### src/rtl/irq_agg_pkg.sv
package irq_agg_pkg;

    localparam int NUM_EVT = 4;
    localparam int ADDR_W  = 8;
    localparam int DATA_W  = 32;
    localparam int CODE_W  = 8;

    localparam logic [ADDR_W-1:0] OFS_INDEX  = 8'h00;
    localparam logic [ADDR_W-1:0] OFS_MASK   = 8'h08;
    localparam logic [ADDR_W-1:0] OFS_RAW    = 8'h10;
    localparam logic [ADDR_W-1:0] OFS_MASKED = 8'h18;
    localparam logic [ADDR_W-1:0] OFS_SET    = 8'h20;
    localparam logic [ADDR_W-1:0] OFS_CLEAR  = 8'h28;
    localparam logic [ADDR_W-1:0] OFS_MODE   = 8'h30;

    localparam logic [1:0] MODE_SW_CLEAR = 2'd1;

    typedef logic [NUM_EVT-1:0] evt_vec_t;

    typedef enum logic [CODE_W-1:0] {
        CODE_NONE  = 8'd0,
        CODE_TX    = 8'd1,
        CODE_RX    = 8'd2,
        CODE_PWRUP = 8'd3,
        CODE_PWRDN = 8'd4
    } evt_code_e;

    typedef struct packed {
        logic [CODE_W-1:0] code;
        evt_vec_t          pick;
    } prio_t;

    typedef struct packed {
        evt_vec_t set_vec;
        evt_vec_t clr_vec;
    } flag_upd_t;

    // Lowest bit index wins; code is bit index plus one.
    function automatic prio_t prio_pick(evt_vec_t pend);
        prio_t r;
        logic  found;
        r     = '0;
        found = 1'b0;
        for (int i = 0; i < NUM_EVT; i++) begin
            if (pend[i] && !found) begin
                found  = 1'b1;
                r.code = CODE_W'(i + 1);
                r.pick = evt_vec_t'(1) << i;
            end
        end
        return r;
    endfunction

endpackage

### src/rtl/evt_flag_bank.sv
module evt_flag_bank
    import irq_agg_pkg::*;
(
    input  logic      clk,
    input  logic      rst,
    input  flag_upd_t upd,
    output evt_vec_t  raw
);

    genvar g;
    generate
        for (g = 0; g < NUM_EVT; g++) begin : g_flag
            always_ff @(posedge clk) begin
                if (rst)
                    raw[g] <= 1'b0;
                else if (upd.set_vec[g])
                    raw[g] <= 1'b1;
                else if (upd.clr_vec[g])
                    raw[g] <= 1'b0;
            end
        end
    endgenerate

    AST_SET_LANDS: assert property (@(posedge clk) disable iff (rst)
        upd.set_vec != '0 |=> (raw & $past(upd.set_vec)) == $past(upd.set_vec));

    AST_CLEAR_LANDS: assert property (@(posedge clk) disable iff (rst)
        (upd.clr_vec & ~upd.set_vec) != '0 |=> (raw & $past(upd.clr_vec & ~upd.set_vec)) == '0);

    AST_IDLE_HOLDS: assert property (@(posedge clk) disable iff (rst)
        (upd.set_vec == '0 && upd.clr_vec == '0) |=> $stable(raw));

endmodule

### src/rtl/evt_prio_pick.sv
module evt_prio_pick
    import irq_agg_pkg::*;
(
    input  logic     clk,
    input  logic     rst,
    input  evt_vec_t masked,
    output prio_t    sel
);

    always_comb sel = prio_pick(masked);

    AST_IDX_ZERO_IFF_IDLE: assert property (@(posedge clk) disable iff (rst)
        (masked == '0) == (sel.code == '0));

    AST_IDX_POINTS_PENDING: assert property (@(posedge clk) disable iff (rst)
        sel.code != '0 |-> ((sel.pick & masked) != '0 && ((sel.pick - 1'b1) & masked) == '0));

    AST_PICK_ONE: assert property (@(posedge clk) disable iff (rst)
        $onehot0(sel.pick));

endmodule

### src/rtl/evt_reg_port.sv
module evt_reg_port
    import irq_agg_pkg::*;
(
    input  logic              clk,
    input  logic              rst,
    input  logic [ADDR_W-1:0] bus_addr,
    input  logic              bus_rd,
    input  logic              bus_wr,
    input  logic [DATA_W-1:0] bus_wdata,
    input  logic              bus_dbg,
    input  evt_vec_t          evt_in,
    input  evt_vec_t          raw,
    input  prio_t             sel,
    output evt_vec_t          mask,
    output evt_vec_t          masked,
    output flag_upd_t         upd,
    output logic [DATA_W-1:0] bus_rdata
);

    localparam int PAD_W = DATA_W - NUM_EVT;

    logic     cpu_pop;
    evt_vec_t wdata_evt;

    assign wdata_evt = bus_wdata[NUM_EVT-1:0];
    assign cpu_pop   = bus_rd && !bus_dbg && (bus_addr == OFS_INDEX);
    assign masked    = raw & mask;

    always_ff @(posedge clk) begin
        if (rst)
            mask <= '0;
        else if (bus_wr && bus_addr == OFS_MASK)
            mask <= wdata_evt;
    end

    always_comb begin
        upd.set_vec = evt_in;
        upd.clr_vec = '0;
        if (bus_wr && bus_addr == OFS_SET)
            upd.set_vec = upd.set_vec | wdata_evt;
        if (bus_wr && bus_addr == OFS_CLEAR)
            upd.clr_vec = wdata_evt;
        if (cpu_pop)
            upd.clr_vec = upd.clr_vec | sel.pick;
    end

    always_comb begin
        bus_rdata = '0;
        if (bus_rd) begin
            case (bus_addr)
                OFS_INDEX:  bus_rdata = DATA_W'(sel.code);
                OFS_MASK:   bus_rdata = {{PAD_W{1'b0}}, mask};
                OFS_RAW:    bus_rdata = {{PAD_W{1'b0}}, raw};
                OFS_MASKED: bus_rdata = {{PAD_W{1'b0}}, masked};
                OFS_MODE:   bus_rdata = DATA_W'(MODE_SW_CLEAR);
                default:    bus_rdata = '0;
            endcase
        end
    end

    AST_POP_ACKS: assert property (@(posedge clk) disable iff (rst)
        (cpu_pop && sel.pick != '0 && (sel.pick & evt_in) == '0) |=> (raw & $past(sel.pick)) == '0);

    AST_DBG_READ_QUIET: assert property (@(posedge clk) disable iff (rst)
        (bus_rd && bus_dbg && !bus_wr && evt_in == '0) |=> $stable(raw));

    AST_PULSE_WINS: assert property (@(posedge clk) disable iff (rst)
        evt_in != '0 |=> (raw & $past(evt_in)) == $past(evt_in));

endmodule

### src/rtl/evt_irq_aggr.sv
module evt_irq_aggr
    import irq_agg_pkg::*;
(
    input  logic              clk,
    input  logic              rst,
    input  logic [7:0]        bus_addr,
    input  logic              bus_rd,
    input  logic              bus_wr,
    input  logic [31:0]       bus_wdata,
    input  logic              bus_dbg,
    input  logic [3:0]        evt_in,
    output logic [31:0]       bus_rdata,
    output logic              irq
);

    evt_vec_t  raw;
    evt_vec_t  mask;
    evt_vec_t  masked;
    prio_t     sel;
    flag_upd_t upd;

    evt_reg_port u_port (
        .clk       (clk),
        .rst       (rst),
        .bus_addr  (bus_addr),
        .bus_rd    (bus_rd),
        .bus_wr    (bus_wr),
        .bus_wdata (bus_wdata),
        .bus_dbg   (bus_dbg),
        .evt_in    (evt_in),
        .raw       (raw),
        .sel       (sel),
        .mask      (mask),
        .masked    (masked),
        .upd       (upd),
        .bus_rdata (bus_rdata)
    );

    evt_flag_bank u_bank (
        .clk (clk),
        .rst (rst),
        .upd (upd),
        .raw (raw)
    );

    evt_prio_pick u_pick (
        .clk    (clk),
        .rst    (rst),
        .masked (masked),
        .sel    (sel)
    );

    assign irq = |masked;

    AST_IRQ_MATCHES_INDEX: assert property (@(posedge clk) disable iff (rst)
        irq == (sel.code != '0));

    AST_MASKED_IN_RAW: assert property (@(posedge clk) disable iff (rst)
        (masked & ~raw) == '0);

endmodule

### config.mk
export PLATFORM = sky130hd
export DESIGN_NAME = evt_irq_aggr
export DESIGN_NICKNAME = d
export VERILOG_FILES = /design/src/rtl/irq_agg_pkg.sv /design/src/rtl/evt_flag_bank.sv /design/src/rtl/evt_prio_pick.sv /design/src/rtl/evt_reg_port.sv /design/src/rtl/evt_irq_aggr.sv
export SDC_FILE = /design/constraint.sdc
export NUM_CORES = 1
export LEC_CHECK = 0
export BUFFER_PORTS_ARGS = -buffer_cell sky130_fd_sc_hd__buf_2
export CAP_MARGIN = 20
export CORE_ASPECT_RATIO = 0.6
export CORE_MARGIN = 5
export CORE_UTILIZATION = 39
export CTS_CLUSTER_SIZE = 30
export DETAILED_ROUTE_END_ITERATION = 10
export PLACE_DENSITY = 0.8
export SYNTH_ARGS = -nofsm -noshare
export SYNTH_HDL_FRONTEND = slang
export SYNTH_HIERARCHICAL = 1
export SYNTH_SLANG_ARGS = --single-unit
### constraint.sdc
create_clock -name clk -period 1.5 [get_ports clk]
set_input_delay 0.075 -clock clk [delete_from_list [all_inputs] [get_ports clk]]
set_output_delay 0.075 -clock clk [all_outputs]
set_load 0.01 [all_outputs]
### Word-level counts from Yosys, hierarchy flattened

Cells that the tools add are included.

| operators by class | value |
|---|---|
| eq/ne operators | 6 |
| mux-type cells | 20 |
| reduce and logical (&&, ||, !) cells | 18 |
| bitwise gates (word level) | 3 |

Operators with widths:

| cell | count |
|---|---|
| $pmux W8 S5 | 1 |
| $mux W12 | 3 |
| $mux W32 | 1 |
| $eq A8 B6 Y1 const B | 3 |
| $eq A8 B5 Y1 const B | 2 |
| $mux W4 | 3 |
| $mux W1 | 11 |
| $eq A8 B4 Y1 const B | 1 |
| $logic_and A1 B1 Y1 | 8 |
| $logic_not A8 Y1 | 1 |
| $or A4 B4 Y4 | 2 |
| $reduce_bool A2 Y1 | 4 |
| $mux W5 | 1 |
| $and A4 B4 Y4 | 1 |
| $logic_not A1 Y1 | 4 |
| $reduce_or A4 Y1 | 1 |

| word-level totals | value |
|---|---|
| word-level logic and storage cells | 52 |
| register bits after elaboration | 8 |

### Longest topological paths before layout

Gate-level depths: netlist of the first run.

| logic depth | value |
|---|---|
| word-level depth | 15 |
| depth in mapped cells | 7 |
| mapped depth without buffers | 7 |

### By module

Netlist of the first run, hierarchy kept.

By module, submodules not included:

| module | sequential area each (um^2) | cells an instance | area an instance (um^2) | times used |
|---|---|---|---|---|
| evt_reg_port | 80.1 | 96 | 764.5 | 1 |
| evt_flag_bank | 80.1 | 16 | 140.1 | 1 |
| evt_prio_pick | 0.0 | 15 | 97.6 | 1 |
| evt_irq_aggr | 0.0 | 1 | 7.5 | 1 |

### Worst setup path after synthesis of the first run

OpenSTA, ideal clock, no wires.

| path | value |
|---|---|
| kind | reg2reg |
| start | register u_bank.raw[0] |
| end | register u_bank.raw[3] |
| buffers on the path | 0 |
| stages on the path, launching flop included | 7 |
| data required time | 1384 ps |
| setup slack | 151 ps |
| data arrival time | 1233 ps |
| clock period less this slack | 1349 ps |
| cells stage by stage | dfxtp_1 -> and2_1 -> nor4b_2 -> nor3b_1 -> a32o_1 -> nand2b_1 -> a21oi_1 |

RTL lines:

| element | line | RTL |
|---|---|---|
| start: declaration | evt_flag_bank.sv:7 | `output evt_vec_t raw` |
| start signal: indexed assignment | evt_flag_bank.sv:15 | `raw[g] <= 1'b0;` |
| start signal: indexed assignment | evt_flag_bank.sv:17 | `raw[g] <= 1'b1;` |
| start signal: indexed assignment | evt_flag_bank.sv:19 | `raw[g] <= 1'b0;` |

==> results of run 1 <==
==> sequential cells by signal, summed over array words and instances (netlist names) <==
register and count:
u_port/mask 4, u_bank/raw 4
==> layout by cell type, fill, tap and decap left out, types with 2 or more instances in the layout <==
cell and n:
sky130_fd_sc_hd__conb_1 29, sky130_fd_sc_hd__buf_2 25, sky130_fd_sc_hd__buf_4 9, sky130_fd_sc_hd__nand2b_1 8, sky130_fd_sc_hd__a21oi_1 8, sky130_fd_sc_hd__inv_1 6
sky130_fd_sc_hd__nor2_1 5, sky130_fd_sc_hd__dfxtp_1 4, sky130_fd_sc_hd__dfxtp_2 4, sky130_fd_sc_hd__and3_1 4, sky130_fd_sc_hd__a31o_1 4, sky130_fd_sc_hd__o31ai_1 4
sky130_fd_sc_hd__nand4_1 4, sky130_fd_sc_hd__clkbuf_8 3, sky130_fd_sc_hd__nor4b_2 3, sky130_fd_sc_hd__nor3b_1 3, sky130_fd_sc_hd__nor2b_1 3, sky130_fd_sc_hd__and2_4 3
sky130_fd_sc_hd__nor3b_2 3, sky130_fd_sc_hd__a32o_1 3, sky130_fd_sc_hd__o2111a_1 2
==> final cells by class <==
cell class | instances | area share, %
flip-flops and latches | 8 | 13.9
well taps | 32 | 3.36
clock buffers | 3 | 3.47
repair buffers | 35 | 17.1
inverters | 7 | 2.21
multi-input cells | 105 | 60.0
==> power by group <==
part | switching, mW | internal (mW) | leakage [nW]
clock | 0.0845 | 0.174 | 0.0216
combinational | 0.102 | 0.0556 | 0.481
sequential | 0.00588 | 0.222 | 0.0672
==> cells by family after synthesis <==
family                 Yosys count  share of synthesized area [%]
and+or+nand+nor                 50                           36.6
buffers and inverters           42                           27.6
AOI/OAI and AO/OA               26                           19.2
DFF                              8                           15.9
other                            2                          0.744
==> timing repair <==
action                     4_1_cts  5_1_grt
resized for setup                8       12
setup endpoints to repair        4        7
hold endpoints to repair         0        0
setup buffers                    1        0
pin swaps                        5        5
==> worst min-delay path by stage <==
stage | startpoint | end | slack [ps] | cells after the start
detailed placement | rst | u_port/mask[0] | 350 | 2
global route | rst | u_bank/raw[2] | 140 | 2
global placement | rst | u_bank/raw[2] | 350 | 2
finish | rst | u_port/mask[0] | 110 | 2
floorplan | rst | u_bank/raw[0] | 140 | 1
CTS | rst | u_bank/raw[2] | 110 | 2
==> synth_stat cells <==
cell                       count
sky130_fd_sc_hd__nand2_1       1
sky130_fd_sc_hd__and3_1        4
sky130_fd_sc_hd__or2_2         1
sky130_fd_sc_hd__a32o_1        3
sky130_fd_sc_hd__conb_1        2
sky130_fd_sc_hd__buf_2         1
sky130_fd_sc_hd__or2_1         1
sky130_fd_sc_hd__buf_6         1
sky130_fd_sc_hd__dfxtp_1       8
sky130_fd_sc_hd__a21oi_1       8
sky130_fd_sc_hd__a31o_1        4
sky130_fd_sc_hd__a21o_1        1
sky130_fd_sc_hd__clkbuf_1      3
sky130_fd_sc_hd__nor3_4        1
sky130_fd_sc_hd__nor2_1        7
sky130_fd_sc_hd__nand4_1       4
sky130_fd_sc_hd__o2111a_1      2
sky130_fd_sc_hd__and4_1        1
sky130_fd_sc_hd__buf_4        30
sky130_fd_sc_hd__nor4b_2       3
sky130_fd_sc_hd__nor4_4        1
sky130_fd_sc_hd__or4b_4        1
sky130_fd_sc_hd__or3b_2        1
sky130_fd_sc_hd__nor3_1        1
sky130_fd_sc_hd__o31ai_1       5
sky130_fd_sc_hd__nand2b_1      8
sky130_fd_sc_hd__nor3b_1       6
sky130_fd_sc_hd__or3_4         1
sky130_fd_sc_hd__nor2b_1       3
sky130_fd_sc_hd__and2_1        4
sky130_fd_sc_hd__o21ai_0       1
sky130_fd_sc_hd__a32o_2        1
sky130_fd_sc_hd__or4_1         1
sky130_fd_sc_hd__inv_1         7
sky130_fd_sc_hd__o21ai_1       1
==> metrics by stage <==
step	hold slack (ps)	worst slack [ps]	utilization, %	instance area (sq um)	setup TNS (ps)
3_5_place_dp	352	-23.8	43.9	1090	-23.8
6_report	111	-61.6	47.9	1190	-72.2
3_3_place_gp	350	1.22	43.9	1090	0
4_1_cts	108	-66.8	46.2	1150	-66.8
5_1_grt	141	-127	47.9	1190	-353
2_1_floorplan	144	151	-	1110	0
==> routing by layer <==
layer  GRT usage [%]  up-vias
li1                -      459
met1            17.8      428
met2            21.9       33
met3            2.06        4
met4            5.23        0
met5               0        -
==> impl_summary.md, run 1 <==
Status
The run finished, with violations left. The checks that failed: negative setup slack.

Logic synthesis
A synthesized cell averages 7.89 sq um. The netlist area before placement is 1010 sq um. The top cell type by area accounts for 22.3% of the synthesized area. The number of synthesized register bits is 8. The biggest area contributor in the post-synthesis netlist is sky130_fd_sc_hd__buf_4. By area the synthesized netlist is led by sky130_fd_sc_hd__buf_4 22%, sky130_fd_sc_hd__dfxtp_1 16%, sky130_fd_sc_hd__nand2b_1 5.0%.

The post-synthesis instance total is 128. The sequential element share of the synthesized area is 15.9%. Counting distinct cell types in the post-synthesis netlist gives 35. The number of warnings reported in the yosys synthesis log is 6.

Worst setup path
STA classifies the critical path endpoint as an output port. In this run the critical register-to-register path is launched from u_bank/raw[1]. Of all nets on the critical path, the largest fanout is 5.

For this run, the slowest stage of the critical path takes 330 ps. The class of the most critical setup path is reg -> out. The internal reg-to-reg setup slack is 30 ps. The depth of the critical timing path with buffers and inverters included is 7. The worst register-to-register path ends at u_bank/raw[3]. The category of the worst setup path launch point is a flip-flop. The critical path goes through and2_4 -> inv_2 -> a21o_1 -> nor2_2 -> o31ai_2 -> and4_1 -> buf_2.

The critical path's slowest cell is sky130_fd_sc_hd__dfxtp_1. For the worst setup path, the data required time is 1420 ps. The worst setup path startpoint is u_port/mask[1]. The cell family with the largest share of critical-path delay is simple AND/OR/NAND/NOR gates. The data arrival time at the worst-slack endpoint is 1490 ps. The count of buffering cells on the critical path with inverters included is 2. The worst reg-to-reg path cell count is 6.

The critical path endpoint is bus_rdata[0].

Global route
The first global-routing pass estimated 3880 microns of wire. In the global route stage, overall resource usage came out at 13.6%. The via count of the first global-routing pass is 818. The total congestion overflow after global routing is 0. Entering global routing, the biggest net connects 12 pins. The number of antenna violations at the first check in global routing is 0.

STA
The final clock period utilization by the worst path is 104%. The final-report max-slew violation count is 0. The count of final hold-check violations is 0. Across all setup checks in the final design, the least slack found is -61.6 ps. The worst setup skew after layout is 1.86 ps. The setup violation total in the final timing report is 2. The smallest clock period supported by the final layout is computed as 1560 ps. The maximum frequency from static timing analysis is 640 MHz. Setup repair after global routing could not meet its margin everywhere.

Finish
Summing all multi-input logic gate instances after layout gives 714 sq um. The number of nets in the finished design is 209. The filler-free cell count of the finished design is 190. The number of antenna diodes in the final layout is 0.

Compared with the post-synthesis result, the final layout area differs by 18.0%. Cells with a size suffix above 1 make up 39.9% of the layout. Summing all flip-flop and latch instances after layout gives 165 sq um. Fill cells in the final layout number 250.

Drt
The total length of routed met3 wires is 195 microns. The count of antenna-violating nets left after detailed routing is 0. The detailed router put a total of 1110 microns of wire on met1.

The first-iteration detailed-routing DRC count is 48. After detailed routing, the average wire length per cell comes to 13.4 microns. Detailed routing placed a total of 1220 microns of wire on met2.

The wire length reported by the detailed router is 2550 microns. The count of TritonRoute iterations in the first routing pass is 4. In the routed layout, each cell is associated on average with a via count of 4.86. The detailed router used layers up to and including met4. The residual DRC count is 0. The total number of vias is 924.

Pwr
The design draws 0.644 mW. Power spread over the standard cell area amounts to 541 nW/um^2. Summed over all cells, the static leakage comes to 0.570 nW.

Across the VDD grid, the largest voltage drop is 0.407 mV.

Floorplanning
The die covers 3740 sq um. The number of primary I/O pins is 82. In this run the vertical extent of the chip is 49.4 microns. Once the floorplan was initialized, standard cells occupied 40.6% of the core. After floorplanning, the core was divided into 14 placement rows.

The total core area is 2490 sq um. The die is 75.7 microns wide.

Clocking
The longest clock path from root to sink contains 2 buffers. TritonCTS built the clock tree. CTS built an H-tree with a depth of 1. The number of clock buffers inserted by TritonCTS is 3. At the later pin of the worst-skew pair, clock insertion delay measures 230 ps. The clock sink count is 8. The clock-pin slew reported for the worst setup and hold paths after clock tree synthesis is 40 ps. The number of hold buffers added after CTS is 0. Clock tree synthesis selected as its root buffer the cell sky130_fd_sc_hd__clkbuf_8.

Place
The number of placed instances, taps included, is 186. Port buffering added 25 buffers. The HPWL after detailed placement is 1970 microns. At the end of routability-driven placement, the weighted congestion stood at 0.810.

Worst hold path
The class of the worst hold path is in -> reg.

Run
The tool flagged a number of max-cap violations equal to 0.
Note: power is estimated with default switching activity, not from simulation.
==> run 2, diff against run 1 <==
--- a/config.mk
+++ b/config.mk
@@ -17,3 +17,4 @@
 export SYNTH_HDL_FRONTEND = slang
 export SYNTH_HIERARCHICAL = 1
 export SYNTH_SLANG_ARGS = --single-unit
+export TNS_END_PERCENT = 20
==> run 2 against run 1 <==
The flow still finishes with violations (negative setup slack). Sequential share of layout area increased by 0.16 points. Critical path type unchanged. First-iteration DRC count is 29% lower. Critical path depth did not move. Largest cell class unchanged. Critical endpoint unchanged. Sequential cell count did not move.
==> impl_summary.md, run 2 (synthesized netlist as in run 1, its figures left out) <==
Worst setup path
For the worst setup path, the data arrival time is 1490 ps. The nature of the critical path endpoint is an output port. The critical path's slowest cell is sky130_fd_sc_hd__dfxtp_2. By startpoint and endpoint, the worst setup path is classified as reg -> out. The category of the worst setup path launch point is a flip-flop. In this run the critical register-to-register path is captured at u_bank/raw[3]. The startpoint identified for the worst register-to-register timing path is u_bank/raw[1]. In this run the worst path has a maximum fanout of 5. The peak per-stage delay on the critical path is 320 ps.

The signal on the critical path passes through and2_4 -> inv_4 -> a21o_1 -> nor2_1 -> o31ai_1 -> and4_1 -> buf_2. STA puts the critical path data required time at 1420 ps. The critical path starts at u_bank/raw[1].

The worst register-to-register path has a depth of 6. The number of buffers and inverters on the critical path is 2. The internal reg-to-reg setup slack is 20 ps. The kind of cell with the highest combined delay along the critical path is simple AND/OR/NAND/NOR gates.

Worst hold path
The startpoint of the lowest-slack hold path is rst. Along the worst hold path, the cell count comes to 2. The worst hold path terminates at u_bank/raw[2]. The class of the worst hold path is in -> reg.

STA
Setup violations remaining at the end of the flow were counted as 1. The worst hold-check slack is 112 ps. The smallest setup slack after layout is -69.9 ps.

The final clock period utilization by the worst path is 105%. Setup repair after global routing could not meet its margin everywhere. The worst setup skew after layout is 3.07 ps. For the final routed database, the setup TNS stands at -69.9 ps.

The maximum frequency from static timing analysis is 637 MHz. The final-report max-slew violation count came to 0. The count of final hold-check violations is 0. For the finished layout, the period the worst path requires is 1570 ps.

Global route
The number of antenna violations at the first check in global routing is 0. The via count of the first global-routing pass is 814. In the global route stage, overall resource usage came out at 13.4%. The total congestion overflow after global routing is 0. The largest net degree at the start of global routing is 12. The first global-routing pass estimated 3850 microns of wire.

Pwr
The total power divided by cell area is 548 nW/um^2. Summed over all cells, the static leakage comes to 0.567 nW. The worst supply voltage drop on vdd is 0.405 mV.

Place
Including well taps, the total number of placed cells is 186. The last weighted congestion value of the routability-driven placer is 0.810. Prior to clock tree synthesis, the placed netlist has a worst setup slack of -23.8 ps.

The HPWL after detailed placement is 1970 microns. The cell area after placement is 1090 sq um. The count of buffers added on input and output ports is 25.

Drt
The residual DRC count is 0. The final layout contains routed wiring with a total length of 2510 microns. The detail-routed net length per standard cell is 13.2 microns.

The total number of vias is 946. The detail route stage leaves a number of antenna-violating nets equal to 0. The first-iteration detailed-routing DRC count is 34. The count of TritonRoute iterations in the first routing pass is 4. Dividing the detail-routed via count by the number of cells gives 4.98.

Clocking
The deepest clock path buffer count is 2. The number of hold buffers added after CTS was 0. In this run, CTS created clock tree buffers numbering 3. The clock insertion delay at the later pin of the skew report is 230 ps. The root cell of the clock tree is sky130_fd_sc_hd__clkbuf_8. The clock-pin slew reported for the worst setup and hold paths after clock tree synthesis is 40 ps.

The clock sink count is 8. The TritonCTS clock tree is built. In this run the number of H-tree levels came out at 1.

Finish
The largest registers in the layout are u_bank/raw x4, u_port/mask x4. Cells with a size suffix above 1 make up 36.7% of the layout. Once layout is complete, the cells apart from fillers number 190. The post-route cell area is 1170 sq um. The relative area change from synthesis to final layout is 15.7%. The number of antenna diodes in the final layout is 0. The library cell used most frequently in the layout, excluding fill and tap cells, is sky130_fd_sc_hd__conb_1.

The top cell types in the final layout, fill and taps aside, are 29 x sky130_fd_sc_hd__conb_1, 25 x sky130_fd_sc_hd__buf_2, 10 x sky130_fd_sc_hd__buf_4. The final layout contains 209 nets.

Floorplanning
For this design the top-level I/O count stands at 82. The total core area is 2490 sq um. The horizontal die dimension is 75.7 microns. For this configuration, the core starts out at a cell density of 40.6%. The die is 49.4 microns tall. Row generation in the floorplan step produced 14 rows. The die covers 3740 sq um.

Status
The checks that failed: negative setup slack. The flow ran to the end, but the final reports show violations.

Run
Across the run, the number of max-cap violations was 0.
==> run 2: repair_timing <==
action,4_1_cts,5_1_grt
resized for setup,8,6
pin swaps,5,3
setup buffers,0,1
setup endpoints to repair,4,6
==> run 2: power by group <==
| part | switching [mW] | total, mW | internal (mW) |
|---|---|---|---|
| Sequential | 0.00580 | 0.228 | 0.222 |
| Clock | 0.0848 | 0.259 | 0.174 |
| Combinational | 0.0993 | 0.153 | 0.0540 |
| Total | 0.190 | 0.640 | 0.450 |
==> run 2: layout make-up <==
type                            count  area, sq um
Fill cell                         253         1320
Timing Repair Buffer               35          200
Multi-Input combinational cell    105          694
Inverter                            7         28.8
Tap cell                           32         40.0
Clock buffer                        3         41.3
Sequential cell                     8          164
==> run 2: layer usage <==
layer | global-route usage [%] | up-vias | wire length [microns]
li1 | - | 459 | -
met1 | 18.0 | 440 | 1060
met2 | 21.2 | 43 | 1190
met3 | 2.06 | 4 | 232
met4 | 5.23 | 0 | 25
met5 | 0 | - | 0
==> run 2: how the worst max path moves through the flow <==
stage	cells after the start	endpoint	slack, ps
after CTS	7	bus_rdata[0]	-70
after global placement	6	u_bank/raw[3]	1
final	7	bus_rdata[0]	-70
after global routing	7	bus_rdata[0]	-100
after floorplan	6	u_bank/raw[3]	150
after detailed placement	6	u_bank/raw[3]	-20
==> run 2: worst register-to-register path: stages, from the launching register on <==
cell and delay [ps]:
sky130_fd_sc_hd__dfxtp_2 320, sky130_fd_sc_hd__and2_4 180, sky130_fd_sc_hd__nor4b_2 280, sky130_fd_sc_hd__nor3b_2 230
sky130_fd_sc_hd__a32o_1 160, sky130_fd_sc_hd__nand2b_1 120, sky130_fd_sc_hd__a21oi_1 70
==> run 2: per-stage QoR <==
| step | total power, mW | utilization, % |
|---|---|---|
| 2_1_floorplan | 0.368 | - |
| 3_3_place_gp | 0.373 | 43.9 |
| 3_5_place_dp | 0.376 | 43.9 |
| 4_1_cts | 0.636 | 45.9 |
| 5_1_grt | 0.668 | 47.0 |
| 6_report | 0.640 | 47.0 |
==> run 3, diff against run 2 <==
--- a/config.mk
+++ b/config.mk
@@ -12,6 +12,7 @@
 export CORE_UTILIZATION = 39
 export CTS_CLUSTER_SIZE = 30
 export DETAILED_ROUTE_END_ITERATION = 10
+export GPL_TIMING_DRIVEN = 0
 export PLACE_DENSITY = 0.8
 export SYNTH_ARGS = -nofsm -noshare
 export SYNTH_HDL_FRONTEND = slang
==> run 3 against run 2 <==
The run still ends with negative setup slack left. Worst setup slack improved by 61 ps. Sequential cell count unchanged. Worst hold slack improved by 0.65 ps. Critical endpoint unchanged. Sequential power about the same. Non-clock buffer count increased by 25.
==> impl_summary.md, run 3 (synthesized netlist as in run 1, its figures left out) <==
Clocking
The maximum level of the CTS H-tree is 1. The clock insertion delay at the later pin of the skew report is 220 ps. The number of hold buffers added after CTS was 0. Counting the buffers created by CTS gives 3. The root cell of the clock tree is sky130_fd_sc_hd__clkbuf_8. The clock sink count is 8.

After clock tree synthesis, the clock-pin slew on the worst setup and hold paths is 40 ps. The TritonCTS clock tree is built. Counting along the longest clock path gives a buffer depth of 2.

Drt
Wires add up to 2420 microns. In this run the remaining antenna-violating nets after routing total 0. Summing over every cut layer, the via total after detailed routing is 965. The first detailed-routing pass ran for 4 iterations. The first-iteration detailed-routing DRC count is 55.

Dividing the detail-routed wire length by the instance count gives 11.3 microns. Using the TritonRoute via totals, the vias-per-cell ratio works out to 4.49. The residual DRC count is 0.

Global route
The overall fraction of global-route tracks in use is 13.1%. The total congestion overflow after global routing is 0. The largest net degree at the start of global routing is 11. The number of antenna violations at the first check in global routing came to 0.

The via count of the first global-routing pass is 853. The first global-routing pass estimated 3930 microns of wire.

Pwr
In this run, flip-flops and latches consume 33.7% of the power. The worst supply voltage drop on vdd is 0.415 mV. The clock network is responsible for 37.0% of the overall power.

The cell leakage power is 0.692 nW. The switching power as a share of total power is 27.8%. Combinational logic is responsible for 29.3% of the overall power. The net switching power figure is 0.190 mW.

The internal portion of the total power is 0.493 mW. The total design power is 0.683 mW. The total power divided by cell area is 508 nW/um^2.

Worst setup path
The endpoint required time on the critical path is 1420 ps. The startpoint of the most critical register-to-register path is u_port/mask[1]. For flop-to-flop paths, the worst setup slack is 70 ps. STA classifies the critical path startpoint as a flip-flop.

The worst setup path is of the reg -> out kind. The peak fanout along the critical path is 5. The reg-to-reg endpoint is u_bank/raw[3].

Measured in cells, the most critical reg-to-reg path has a length of 6. STA classifies the critical path endpoint as an output port. At the worst endpoint, the arrival time is 1430 ps.

Finish
The antenna diode count is 0. The sequential cells in the finished layout cover a total of 166 sq um. Leaving out fill and tap cells, the most frequent cell in the layout is sky130_fd_sc_hd__buf_4. Once layout is done, the placed cells without fillers occupy 1350 sq um.

Cells with a size suffix above 1 make up 43.7% of the layout. From synthesis to final layout, the design area changed by 33.2%. The area taken by multi-input logic gates is 693 sq um.

Counting the fill cells in the layout gives 234. In the layout the commonest cells are 30 x sky130_fd_sc_hd__buf_4, 29 x sky130_fd_sc_hd__conb_1, 26 x sky130_fd_sc_hd__buf_2. The final layout contains 234 nets.

The finished layout holds 215 standard cells, fillers aside. The largest registers in the layout are u_bank/raw x4, u_port/mask x4.

STA
Subtracting the final worst setup slack from the clock period gives 1510 ps. The worst setup skew after layout is 0.872 ps. Dividing the final minimum period by the clock period gives 101%. Hold timing on the final database bottoms out at a slack of 113 ps.

Timing would allow up to 663 MHz. The worst slew margin relative to its limit is 64.9%. The final-report max-slew violation count is 0.

Setup repair after global routing could not meet its margin everywhere. The count of final hold-check violations is 0. Setup violations remaining at the end of the flow were counted as 1. The setup TNS is -8.62 ps. The actual slew at the worst max-slew pin is 525 ps. Once routing completed, OpenROAD measured the worst setup slack at -8.62 ps.

Place
Once placement finished, the instance area stood at 1280 sq um. The HPWL after detailed placement is 2010 microns. The last weighted congestion value of the routability-driven placer is 0.801. The cell total after placement is 212. The count of buffers inserted at the top-level ports is 25.

Floorplanning
The initial core utilization is 40.6%. In this run the vertical extent of the chip is 49.4 microns. The floorplan has 14 rows. The total core area is 2490 sq um.

The die is 75.7 microns wide. The number of primary I/O pins is 82. The die outline area is 3740 sq um.

Status
The final reports fail on negative setup slack. The run finished, with violations left.

Worst hold path
The endpoint of the worst hold-timing path is u_bank/raw[0]. The cell depth of the worst min-delay path is 2. The class of the worst hold path is in -> reg. The startpoint identified for the worst hold timing path is rst.

Run
Across the run, the number of max-cap violations was 0.
## run 3: final cells by class
| class | instances | area share, % |
|---|---|---|
| clock buffer | 3 | 3.07 |
| multi-input combinational | 105 | 51.5 |
| sequential | 8 | 12.4 |
| inverter | 7 | 1.95 |
| timing repair buffer | 26 | 9.86 |
| buffer | 34 | 18.2 |
| tap | 32 | 2.98 |
## run 3: worst max-delay path: stages, from the launching register on
cell and delay (ps):
sky130_fd_sc_hd__dfxtp_2 340, sky130_fd_sc_hd__and2_4 180, sky130_fd_sc_hd__inv_2 40, sky130_fd_sc_hd__a21o_1 140, sky130_fd_sc_hd__nor2_1 100, sky130_fd_sc_hd__o31ai_1 60
sky130_fd_sc_hd__and4_1 200, sky130_fd_sc_hd__buf_2 140
## run 3: how the worst max path moves through the flow
stage	start	end	slack, ps	depth (start not counted)
4_1_cts	u_bank/raw[1]	bus_rdata[0]	-20	7
3_3_place_gp	u_bank/raw[0]	u_bank/raw[3]	-2	6
6_report	u_bank/raw[1]	bus_rdata[0]	-9	7
3_5_place_dp	u_bank/raw[0]	u_bank/raw[3]	-4	6
5_1_grt	u_bank/raw[1]	bus_rdata[0]	-80	7
2_1_floorplan	u_bank/raw[0]	u_bank/raw[3]	150	6
## run 3: power by group through the flow
stage / sequential, mW / combinational (mW) / clock, mW
after global routing: 0.231 / 0.223 / 0.272
final: 0.230 / 0.200 / 0.253
after CTS: 0.229 / 0.193 / 0.255
after floorplan: 0.229 / 0.139 / 0
after global placement: 0.231 / 0.189 / 0
after detailed placement: 0.232 / 0.192 / 0
## run 3: per-stage QoR
| step | setup WS (ps) | util (%) |
|---|---|---|
| floorplan | 151 | - |
| global placement | -2.19 | 51.3 |
| detailed placement | -4.16 | 51.3 |
| CTS | -18.6 | 53.4 |
| global route | -76.3 | 54.1 |
| finish | -8.62 | 54.1 |
## run 3: repair_timing
item | in CTS | in global routing
setup endpoints to repair | 4 | 4
pin swaps | 2 | 4
resized for setup | 7 | 5
setup buffers | 0 | 1
## run 3: layer usage
metal	global-route usage, %	vias to the layer above	wire length, microns
li1	-	508	-
met4	1.74	0	0
met2	19.1	40	1040
met5	0	-	0
met1	19.8	417	1210
met3	3.09	0	177
